$ cat config.mk
export PLATFORM = sky130hd
export DESIGN_NAME = coh_order_point
export DESIGN_NICKNAME = d
export VERILOG_FILES = /design/src/rtl/coh_op_pkg.sv /design/src/rtl/coh_req_queue.sv /design/src/rtl/coh_line_table.sv /design/src/rtl/coh_issue_arb.sv /design/src/rtl/coh_order_point.sv
export SDC_FILE = /design/constraint.sdc
export NUM_CORES = 1
export LEC_CHECK = 0
export BUFFER_PORTS_ARGS = -buffer_cell sky130_fd_sc_hd__buf_4
export CAP_MARGIN = 10
export CORE_MARGIN = 1
export CORE_UTILIZATION = 30
export DETAILED_ROUTE_END_ITERATION = 10
export SLEW_MARGIN = 0
export SYNTH_ARGS = -nofsm -noshare
export SYNTH_HDL_FRONTEND = slang
export SYNTH_SLANG_ARGS = --single-unit
$ cat constraint.sdc
create_clock -name clk -period 4.8 [get_ports clk]
set_input_delay 0.48 -clock clk [delete_from_list [all_inputs] [get_ports clk]]
set_output_delay 0.48 -clock clk [all_outputs]
set_load 0.05 [all_outputs]
$ cat src/rtl/coh_op_pkg.sv
package coh_op_pkg;

  localparam int MAX_NODES = 64;

  // index width for a count of n items (at least one bit)
  function automatic int idx_w(input int n);
    return (n > 1) ? $clog2(n) : 1;
  endfunction

  // destination set: every node present, minus the requester
  function automatic logic [MAX_NODES-1:0] dest_mask(input int nodes, input int src);
    logic [MAX_NODES-1:0] m;
    for (int i = 0; i < MAX_NODES; i++) m[i] = (i < nodes) && (i != src);
    return m;
  endfunction

endpackage

$ cat src/rtl/coh_req_queue.sv
module coh_req_queue
  import coh_op_pkg::*;
#(
  parameter int DEPTH  = 8,
  parameter int LINE_W = 16,
  parameter int NODE_W = 2,
  parameter int TXN_W  = 4
) (
  input  logic                           clk,
  input  logic                           rst_n,
  input  logic                           push_i,
  input  logic [LINE_W-1:0]              push_line_i,
  input  logic [NODE_W-1:0]              push_node_i,
  input  logic [TXN_W-1:0]               push_txn_i,
  input  logic                           pop_i,
  input  logic [idx_w(DEPTH)-1:0]        pop_idx_i,
  output logic [DEPTH-1:0]               vld_o,
  output logic [DEPTH-1:0][LINE_W-1:0]   line_o,
  output logic [DEPTH-1:0][NODE_W-1:0]   node_o,
  output logic [DEPTH-1:0][TXN_W-1:0]    txn_o,
  output logic                           full_o
);

  localparam int IDX_W = idx_w(DEPTH);
  localparam int CNT_W = $clog2(DEPTH + 1);

  // slot 0 is always the oldest entry; valid slots are contiguous from 0
  logic [DEPTH-1:0]              vld_q, vld_n;
  logic [DEPTH-1:0][LINE_W-1:0]  line_q, line_n;
  logic [DEPTH-1:0][NODE_W-1:0]  node_q, node_n;
  logic [DEPTH-1:0][TXN_W-1:0]   txn_q, txn_n;
  logic [CNT_W-1:0]              cnt_q, cnt_n, tail;

  always_comb begin
    vld_n  = vld_q;
    line_n = line_q;
    node_n = node_q;
    txn_n  = txn_q;
    if (pop_i) begin
      for (int i = 0; i < DEPTH; i++) begin
        if (i >= int'(pop_idx_i)) begin
          vld_n[i]  = vld_q[(i + 1) % DEPTH];
          line_n[i] = line_q[(i + 1) % DEPTH];
          node_n[i] = node_q[(i + 1) % DEPTH];
          txn_n[i]  = txn_q[(i + 1) % DEPTH];
          if (i == DEPTH - 1) vld_n[i] = 1'b0;
        end
      end
    end
    tail = pop_i ? cnt_q - CNT_W'(1) : cnt_q;
    if (push_i) begin
      vld_n[IDX_W'(tail)]  = 1'b1;
      line_n[IDX_W'(tail)] = push_line_i;
      node_n[IDX_W'(tail)] = push_node_i;
      txn_n[IDX_W'(tail)]  = push_txn_i;
    end
    cnt_n = cnt_q + CNT_W'(push_i) - CNT_W'(pop_i);
  end

  always_ff @(posedge clk) begin
    if (!rst_n) begin
      vld_q <= '0;
      cnt_q <= '0;
    end else begin
      vld_q <= vld_n;
      cnt_q <= cnt_n;
    end
    line_q <= line_n;
    node_q <= node_n;
    txn_q  <= txn_n;
  end

  assign vld_o  = vld_q;
  assign line_o = line_q;
  assign node_o = node_q;
  assign txn_o  = txn_q;
  assign full_o = (cnt_q == CNT_W'(DEPTH));


  q_push_room_chk: assert property (@(posedge clk) disable iff (!rst_n)
    push_i |-> (!full_o || pop_i));


  q_pop_valid_chk: assert property (@(posedge clk) disable iff (!rst_n)
    pop_i |-> vld_q[pop_idx_i]);


  q_count_match_chk: assert property (@(posedge clk) disable iff (!rst_n)
    int'(cnt_q) == $countones(vld_q));

endmodule

$ cat src/rtl/coh_line_table.sv
module coh_line_table
  import coh_op_pkg::*;
#(
  parameter int ENTRIES = 4,
  parameter int QDEPTH  = 8,
  parameter int LINE_W  = 16,
  parameter int TXN_W   = 4
) (
  input  logic                          clk,
  input  logic                          rst_n,
  input  logic                          alloc_i,
  input  logic [LINE_W-1:0]             alloc_line_i,
  input  logic [TXN_W-1:0]              alloc_txn_i,
  input  logic                          cmp_valid_i,
  input  logic [TXN_W-1:0]              cmp_txn_i,
  input  logic [QDEPTH-1:0][LINE_W-1:0] probe_line_i,
  output logic [QDEPTH-1:0]             probe_busy_o,
  output logic                          full_o
);

  localparam int E_IDX_W = idx_w(ENTRIES);

  logic [ENTRIES-1:0]              ev_q, ev_n, hit;
  logic [ENTRIES-1:0][LINE_W-1:0]  el_q;
  logic [ENTRIES-1:0][TXN_W-1:0]   et_q;
  logic [E_IDX_W-1:0]              free_idx;
  logic                            cmp_hit;

  function automatic logic [E_IDX_W-1:0] first_free(input logic [ENTRIES-1:0] v);
    logic [E_IDX_W-1:0] r;
    r = '0;
    for (int i = ENTRIES - 1; i >= 0; i--) if (!v[i]) r = E_IDX_W'(i);
    return r;
  endfunction

  always_comb begin
    for (int e = 0; e < ENTRIES; e++)
      hit[e] = ev_q[e] && cmp_valid_i && (et_q[e] == cmp_txn_i);
    cmp_hit  = |hit;
    free_idx = first_free(ev_q);
    ev_n     = ev_q & ~hit;
    if (alloc_i) ev_n[free_idx] = 1'b1;
  end

  always_ff @(posedge clk) begin
    if (!rst_n) ev_q <= '0;
    else        ev_q <= ev_n;
    if (alloc_i) begin
      el_q[free_idx] <= alloc_line_i;
      et_q[free_idx] <= alloc_txn_i;
    end
  end

  for (genvar q = 0; q < QDEPTH; q++) begin : g_probe
    always_comb begin
      probe_busy_o[q] = 1'b0;
      for (int e = 0; e < ENTRIES; e++)
        if (ev_q[e] && (el_q[e] == probe_line_i[q])) probe_busy_o[q] = 1'b1;
    end
  end

  assign full_o = &ev_q;


  tbl_no_alloc_full_chk: assert property (@(posedge clk) disable iff (!rst_n)
    alloc_i |-> !full_o);


  tbl_occupancy_chk: assert property (@(posedge clk) disable iff (!rst_n)
    1'b1 |=> $countones(ev_q) ==
             $countones($past(ev_q)) + int'($past(alloc_i)) - int'($past(cmp_hit)));

endmodule

$ cat src/rtl/coh_issue_arb.sv
module coh_issue_arb
  import coh_op_pkg::*;
#(
  parameter int QDEPTH = 8
) (
  input  logic [QDEPTH-1:0]        q_vld_i,
  input  logic [QDEPTH-1:0]        q_busy_i,
  input  logic                     tbl_full_i,
  output logic                     issue_o,
  output logic [idx_w(QDEPTH)-1:0] idx_o
);

  localparam int Q_IDX_W = idx_w(QDEPTH);

  logic [QDEPTH-1:0] elig;

  // lowest set bit wins: slot 0 holds the oldest request
  function automatic logic [Q_IDX_W-1:0] oldest(input logic [QDEPTH-1:0] v);
    logic [Q_IDX_W-1:0] r;
    r = '0;
    for (int i = QDEPTH - 1; i >= 0; i--) if (v[i]) r = Q_IDX_W'(i);
    return r;
  endfunction

  always_comb begin
    elig    = q_vld_i & ~q_busy_i & {QDEPTH{!tbl_full_i}};
    issue_o = |elig;
    idx_o   = oldest(elig);
  end

endmodule

$ cat src/rtl/coh_order_point.sv
module coh_order_point
  import coh_op_pkg::*;
#(
  parameter int NODES   = 4,
  parameter int LINE_W  = 16,
  parameter int TXN_W   = 4,
  parameter int ENTRIES = 4,
  parameter int QDEPTH  = 8
) (
  input  logic                       clk,
  input  logic                       rst_n,
  input  logic                       req_valid,
  output logic                       req_ready,
  input  logic [idx_w(NODES)-1:0]    req_node,
  input  logic [LINE_W-1:0]          req_line,
  input  logic [TXN_W-1:0]           req_txn,
  output logic                       bc_valid,
  output logic [LINE_W-1:0]          bc_line,
  output logic [TXN_W-1:0]           bc_txn,
  output logic [idx_w(NODES)-1:0]    bc_src,
  output logic [NODES-1:0]           bc_mask,
  input  logic                       cmp_valid,
  input  logic [TXN_W-1:0]           cmp_txn
);

  localparam int NODE_W  = idx_w(NODES);
  localparam int Q_IDX_W = idx_w(QDEPTH);

  logic                          q_push, q_full, issue;
  logic [Q_IDX_W-1:0]            sel_idx;
  logic [QDEPTH-1:0]             q_vld, q_busy;
  logic [QDEPTH-1:0][LINE_W-1:0] q_line;
  logic [QDEPTH-1:0][NODE_W-1:0] q_node;
  logic [QDEPTH-1:0][TXN_W-1:0]  q_txn;
  logic                          tbl_full;
  logic [MAX_NODES-1:0]          mask_full;

  assign req_ready = !q_full;
  assign q_push    = req_valid && req_ready;

  coh_req_queue #(
    .DEPTH(QDEPTH), .LINE_W(LINE_W), .NODE_W(NODE_W), .TXN_W(TXN_W)
  ) u_queue (
    .clk(clk), .rst_n(rst_n),
    .push_i(q_push), .push_line_i(req_line), .push_node_i(req_node), .push_txn_i(req_txn),
    .pop_i(issue), .pop_idx_i(sel_idx),
    .vld_o(q_vld), .line_o(q_line), .node_o(q_node), .txn_o(q_txn), .full_o(q_full)
  );

  coh_line_table #(
    .ENTRIES(ENTRIES), .QDEPTH(QDEPTH), .LINE_W(LINE_W), .TXN_W(TXN_W)
  ) u_table (
    .clk(clk), .rst_n(rst_n),
    .alloc_i(issue), .alloc_line_i(q_line[sel_idx]), .alloc_txn_i(q_txn[sel_idx]),
    .cmp_valid_i(cmp_valid), .cmp_txn_i(cmp_txn),
    .probe_line_i(q_line), .probe_busy_o(q_busy), .full_o(tbl_full)
  );

  coh_issue_arb #(.QDEPTH(QDEPTH)) u_arb (
    .q_vld_i(q_vld), .q_busy_i(q_busy), .tbl_full_i(tbl_full),
    .issue_o(issue), .idx_o(sel_idx)
  );

  always_comb mask_full = dest_mask(NODES, int'(q_node[sel_idx]));

  always_ff @(posedge clk) begin
    if (!rst_n) bc_valid <= 1'b0;
    else        bc_valid <= issue;
    if (issue) begin
      bc_line <= q_line[sel_idx];
      bc_txn  <= q_txn[sel_idx];
      bc_src  <= q_node[sel_idx];
      bc_mask <= mask_full[NODES-1:0];
    end
  end


  issue_line_idle_chk: assert property (@(posedge clk) disable iff (!rst_n)
    issue |-> !q_busy[sel_idx]);


  bc_mask_chk: assert property (@(posedge clk) disable iff (!rst_n)
    bc_valid |-> (($countones(bc_mask) == NODES - 1) && !bc_mask[bc_src]));

endmodule

==> results.md, run 1 <==
* Status: completed
* Hold Crit Class: input port to flop
* Setup TNS at 0 ns
* RSZ-0062 raised after global routing: false
* Post-synth top flop: dfxtp_1
* Largest area contributor in the netlist: xor2_1
* Tcrit/Tclk final at 99.80%
* First-pass iteration count of the detailed router at 5
* Crit Path Class: flop to flop
* Capturing element type of the critical path: flop
* Crit path required time at 5.05 ns
* Worst R2R Start: u_table.el_q[52]
* RR Endpoint: u_table.el_q[59]
* Slew @ Worst Pin at 1.002 ns
* Ant diodes at 0
* Syn_area_per_cell at 9.873 um^2
* Period minus WS final at 4.791 ns
* Place WS at -0.03929 ns
* Top-count cell post-synth: xor2_1
* Worst Setup EP: u_table.el_q[59]
* Starting DRT DRC Count at 2036
* Fin area at 0.02343 mm^2
* Drt via density at between 5 and 6
* Layout cell share with drive strength beyond 1 at 23.74%
* FF-to-FF path depth at 12
* Register area at 0.007047 mm^2
* Worst skew pair latency at about 0.57 ns
* Post-synth top cells: xor2_1, dfxtp_1, mux2i_1, mux2_2, clkbuf_1
* Multi-input logic area at 0.01210 mm^2
* Post-Route WL at slightly below 100000 um
* Critical path's slowest cell: edfxtp_1
* Die Ht at 261.7 um
* Max-Cap Viols at 0
* R2R setup slack at 0.009 ns
* Beginning of the critical path: u_table.el_q[52]
* Ports at 58
* Mapped Area at 0.02024 mm^2
* CTS tree: yes
* Clock sinks at 299
* Hold Violations, Final at 0
* CTS clk-pin slew, worst paths at approximately 0.06 ns
* Port bufs at 57
* Seq cells post-synth at 299
* Worst-path maximum fanout at 27
* Unique masters post-synth at a little over 50
* Layout filler cell count at approximately 6.6k
* Cts hold-fix bufs at 0
* Largest net degree at the start of global routing at 33
* Clock buffer depth at 3
* Post-synth EDFFs at about 110
* Synth-to-layout area growth at 15.77%
* CP bufs+invs at 2
* Fin nets at 2091
* Top cells by area, synth: xor2_1, dfxtp_1, edfxtp_1
* Placed Area at 0.02224 mm^2
* Kind of cell adding the most delay to the critical path: simple AND/OR/NAND/NOR gates
* Fin. max-slew vios at 0
* Synth warn at 0
* GRT Resource Usage Total at 28.76%
* Final RePlAce weighted congestion at 1.047
* Slew HR at roughly 33%
* Mapped Cells at 2050
* Arr. time, crit path at 5.04 ns
* Total congestion overflow at 0
* Hpwl dp at 72840 um
* CP max stage delay at 0.81 ns
* Peak Freq at 0.2087 GHz
* Starting density of the core at slightly above 30%
* Syn nets at 2087
* CP Depth at 12
* Initial antenna violation count at 1
* Core region area at 0.06622 mm^2
* DR WL/cell at 33.60 um
* Async set or reset register ratio after synthesis at 0%
* Clk_skew at 0.03693 ns
* Worst path cell trace: xor2_1 -> nor4_2 -> nand4_1 -> o32ai_2 -> nor3_2 -> buf_4 -> or2_2 -> a21oi_4 -> buf_12 -> mux2i_1 -> mux2i_1 -> mux2_2
* CP startpoint kind: flop
* FP Rows at 94
* Critical path's most frequent cell: mux2i_1
* Die ar. at 0.06851 mm^2
* DIE WIDTH at around 260 um
* Clock root buffer: clkbuf_16
* Drt drc at 0
* Total number of vias at 16.84k
* Clock H-tree levels at 2
* Register area share after synthesis at a little over a third
* Vias in the first global route at 16.59k
* First-pass GRT wire length at 136400 um
* Setup ws final at about 0.0094 ns
* Antenna Violating Nets Remaining at 0
* Synth top area share at a little over a fifth
* CTS buffer count at 36
* Final setup violation count at 0
## cell families after synthesis
group / count (synthesis) / synth area share (%)
buf+inv: 281 / 5.922
compound gates: 180 / 5.459
simple gates: 358 / 9.619
xor+xnor: 531 / 22.98
fa+ha+maj: 7 / 0.4698
flops: 299 / 34.82
mux: 394 / 20.73
## registers in the layout, indices dropped and copies added, names as in the netlist, 8 cells and up
name / flops
bc_line: 16
u_table.el_q: 64
u_queue.node_o: 16
u_table.et_q: 16
u_queue.line_o: 128
u_queue.vld_o: 8
u_queue.txn_o: 32
## worst min path at each step
stage,startpoint,end,slack [ns],cells after the start
after floorplan,u_queue.vld_o[0],u_queue.vld_o[0],0.45,2
after global placement,u_queue.vld_o[0],u_queue.vld_o[0],0.47,2
after detailed placement,u_queue.vld_o[0],u_queue.vld_o[0],0.47,2
after CTS,req_txn[3],u_queue.txn_o[31],0.15,3
after global routing,req_txn[3],u_queue.txn_o[31],0.17,3
final,req_txn[3],u_queue.txn_o[31],0.18,3
## layout by cell type, fill, tap and decap left out, drive strengths merged, types with 9 or more instances in the layout
| master | instances |
|---|---|
| xor2 | 501 |
| buf | 232 |
| mux2 | 202 |
| dfxtp | 193 |
| mux2i | 192 |
| edfxtp | 106 |
| nor4 | 97 |
| o21ai | 68 |
| nand3 | 67 |
| clkbuf | 55 |
| nand2 | 53 |
| nor3 | 46 |
| o22ai | 44 |
| nand4 | 33 |
| xnor2 | 30 |
| a21oi | 24 |
| nor2 | 20 |
| inv | 15 |
| nor2b | 10 |
| and2 | 9 |
## worst min-delay path, stage by stage
cell	delay, ns
buf_4	0.10
nand3_1	0.05
o21ai_0	0.07
## timing repair
action                                  4_1_cts  5_1_grt
setup buffers                                 1        0
endpoints found under the setup margin       18        0
gates resized for setup                       1        0
endpoints found under the hold margin         0        0
## through the flow
step	hold WS, ns	std cells	utilization (%)
2_1_floorplan	0.4492	2050	-
3_3_place_gp	0.4666	2879	33.58
3_5_place_dp	0.4739	2879	33.58
4_1_cts	0.1481	2945	35.39
5_1_grt	0.1703	2945	35.39
6_report	0.1807	2945	35.39
## final cells by class
cell class | instances | share of cell area (%)
Clock inverter | 10 | 0.4913
Tap cell | 864 | 4.614
Clock buffer | 55 | 4.550
Timing Repair Buffer | 232 | 8.394
Sequential cell | 299 | 30.07
Multi-Input combinational cell | 1470 | 51.63
Inverter | 15 | 0.2510
## layer usage
layer  wire length (um)  global-route usage [%]  part of all wire, %
met4               4863                   12.68                  4.9
met3               7633                   5.392                  7.7
met2              43490                   44.88                   44
met1              42970                   38.51                   43
met5                  9                       0               0.0091
Power of run 1 is not shown: default switching activity piles up to over one toggle a cycle in this logic, so the estimate is an artifact.
==> run 2: changes to the inputs <==
Settings changed: ABC_AREA set to 1.
==> run 2 against run 1 <==
Area after synthesis up 4.2%. Routed wire length is 6.9% higher. Sequential cell count unchanged. Register-to-register slack better by 0.59 ns. Highest routed layer unchanged.
==> results.md, run 2 <==
* Status: completed (unchanged)
* Final RePlAce weighted congestion at 1.087 (was 1.047)
* Layout filler cell count at 7564 (was 6634)
* Ant diodes at 0 (unchanged)
* Clock sinks at 299 (unchanged)
* Max reg flops at 128 (unchanged)
* Die Ht at 267.1 um (was 261.7 um)
* Port bufs at 57 (unchanged)
* First-pass iteration count of the detailed router at 7 (was 5)
* Core region area at 0.06907 mm^2 (was 0.06622 mm^2)
* Top-count cell post-synth: nand2_1 (was xor2_1)
* Total number of vias at 23.00k (was 16.84k)
* Register area share after synthesis at 33.42% (was 34.82%)
* Slew HR at 46.97% (was 33.12%)
* Crit path required time at 5.05 ns (about the same)
* Initial antenna violation count at 1 (unchanged)
* Worst Setup EP: u_table.el_q[40] (was u_table.el_q[59])
* Period minus WS final at 4.205 ns (was 4.791 ns)
* Setup TNS at 0 ns (unchanged)
* Clock buffer depth at 3 (unchanged)
* Tcrit/Tclk final at 87.60% (was 99.80%)
* Starting DRT DRC Count at 3324 (was 2036)
* GRT Resource Usage Total at 29.30% (was 28.76%)
* Layout cell share with drive strength beyond 1 at 10.77% (was 23.74%)
* Peak Freq at 0.2378 GHz (was 0.2087 GHz)
* PostCTS Resize Cnt at 0 (was 1)
* Worst skew pair latency at 0.62 ns (was 0.57 ns)
* Capturing element type of the critical path: flop (unchanged)
* Worst-path maximum fanout at 36 (was 27)
* DR WL/cell at 25.70 um (was 33.60 um)
* RSZ-0062 raised after global routing: false (unchanged)
* Mapped Area at 0.02108 mm^2 (was 0.02024 mm^2)
* Commonest non-fill, non-tap cell in the layout: nand2_1 (was xor2_1)
* Most frequent cells in the layout: nand2_1, inv_1, nor2_1 (was xor2_1, buf_4, dfxtp_1)
* Drt drc at 0 (unchanged)
* Clock root buffer: clkbuf_16 (unchanged)
* Post-synth EDFFs at 106 (unchanged)
* Hold Violations, Final at 0 (unchanged)
* R2R setup slack at 0.60 ns (was 0.009 ns)
* Top cells by area, synth: dfxtp_1, nand2_1, edfxtp_1 (was xor2_1, dfxtp_1, edfxtp_1)
* Synth top area share at 18.33% (was 21.68%)
* Die ar. at 0.07134 mm^2 (was 0.06851 mm^2)
* Post-Route WL at 105800 um (was 98970 um)
* Final setup violation count at 0 (unchanged)
* CTS tree: yes (unchanged)
* Fin nets at 3190 (was 2091)
* Hold Crit Class: input port to flop (unchanged)
* Hpwl dp at 76830 um (was 72840 um)
* Beginning of the critical path: u_table.el_q[57] (was u_table.el_q[52])
* Largest net degree at the start of global routing at 65 (was 33)
* Largest area contributor in the netlist: dfxtp_1 (was xor2_1)
* Cts hold-fix bufs at 0 (unchanged)
* Arr. time, crit path at 4.45 ns (was 5.04 ns)
* Slew @ Worst Pin at 0.7882 ns (was 1.002 ns)
* Register area at 0.007047 mm^2 (unchanged)
* Synth warn at 0 (unchanged)
* Unique masters post-synth at 57 (was 51)
* Synth-to-layout area growth at 12.88% (was 15.77%)
* FF-to-FF path depth at 16 (was 12)
* CTS buffer count at 40 (was 36)
* Total congestion overflow at 0 (unchanged)
* RR Endpoint: u_table.el_q[40] (was u_table.el_q[59])
* Setup Fix Bufs, Post-CTS at 0 (was 1)
* Drt via density at 5.589 (was 5.720)
* Crit Path Class: flop to flop (unchanged)
* Async set or reset register ratio after synthesis at 0% (unchanged)
* Post-synth top flop: dfxtp_1 (unchanged)
* Multi-input logic area at 0.01167 mm^2 (was 0.01210 mm^2)
* Starting density of the core at 30.53% (was 30.57%)
* CP startpoint kind: flop (unchanged)
* FP Rows at 96 (was 94)
* Syn_area_per_cell at 6.636 um^2 (was 9.873 um^2)
* Max-Cap Viols at 0 (unchanged)
* Mapped Cells at 3177 (was 2050)
* Fin. max-slew vios at 0 (unchanged)
* Clk_skew at 0.03516 ns (was 0.03693 ns)
* Post-synth top cells: nand2_1, inv_1, nor2_1, dfxtp_1, nand3_1 (was xor2_1, dfxtp_1, mux2i_1, mux2_2, clkbuf_1)
* CTS clk-pin slew, worst paths at 0.06 ns (about the same)
* DIE WIDTH at 267.1 um (was 261.7 um)
* Seq cells post-synth at 299 (unchanged)
* Clock H-tree levels at 2 (unchanged)
* Ports at 58 (unchanged)
* Vias in the first global route at 21.09k (was 16.59k)
* Syn nets at 3214 (was 2087)
* First-pass GRT wire length at 151600 um (was 136400 um)
* Worst R2R Start: u_table.el_q[57] (was u_table.el_q[52])
* Antenna Violating Nets Remaining at 0 (unchanged)
-- run 2: changes by cell type after synthesis, moves of 115 or more --
cell | previous run | this run
nand3_1 | 67 | 183
mux2_2 | 188 | 0
inv_1 | 13 | 285
o21ai_1 | 0 | 138
clkbuf_1 | 154 | 39
xor2_1 | 501 | 38
mux2i_1 | 192 | 2
nand2_1 | 53 | 1002
nor2_1 | 20 | 237
-- run 2: how the worst min path moves through the flow --
stage	start	endpoint	slack (ns)	depth (start not counted)
4_1_cts	req_txn[2]	u_queue.txn_o[26]	0.05	3
5_1_grt	req_txn[2]	u_queue.txn_o[26]	0.07	3
3_3_place_gp	u_queue.vld_o[7]	u_queue.vld_o[7]	0.45	2
2_1_floorplan	u_queue.vld_o[7]	u_queue.vld_o[7]	0.44	2
3_5_place_dp	u_queue.vld_o[7]	u_queue.vld_o[7]	0.46	2
6_report	req_txn[2]	u_queue.txn_o[26]	0.08	3
-- run 2: critical path, cell delays in order (launching register included) --
cell and delay [ns]:
edfxtp_1 0.69, inv_1 0.34, o22ai_1 0.32, nor2_1 0.10
nand4_1 0.21, nor2_1 0.12, nand2_1 0.08, nand2_1 0.05
nor2_1 0.15, nand2_2 0.13, nand2_4 0.13, nor2_8 0.06
nand2_4 0.11, buf_4 0.52, nand3_1 0.25, nor2_2 0.16
buf_4 0.37
-- run 2: cells by family (layout without fill, tap and decap cells) --
logic type      count (synthesis)  after routing  share of synthesized area, %
simple gates                 1562           1562                         31.50
flops                         299            299                         33.42
xor+xnor                      103            103                         4.279
mux                             2              2                       0.09496
compound gates                657            657                         18.87
buf+inv                       547            555                         11.38
fa+ha+maj                       7              7                        0.4510
-- run 2: cell type report --
class	count	area share (%)
flip-flops and latches	299	29.61
well taps	931	4.895
inverters	352	5.578
multi-input cells	2331	49.05
repair buffers	129	5.121
clock buffers	55	4.737
clock inverters	19	1.009
-- run 2: per-stage QoR --
step                setup WS, ns  std cells  utilization (%)  hold WS (ns)  area, um^2
finish                    0.5953       4116            34.46       0.07657       23800
global route              0.4574       4116            34.46       0.07210       23800
CTS                       0.7883       4116            34.46       0.05360       23800
detailed placement        0.7784       4042            32.48        0.4588       22430
global placement          0.7488       4042            32.48        0.4537       22430
floorplan                 0.6586       3177                -        0.4440       21080
-- run 2: routing by layer --
metal	up-vias	part of all wire, %	track usage (%)
met2	1473	42	44.00
met1	10750	42	39.93
li1	10480	-	-
met3	293	10	5.783
met5	-	0.010	0
met4	2	5.5	14.26
Power of run 2 is left out for the same reason.
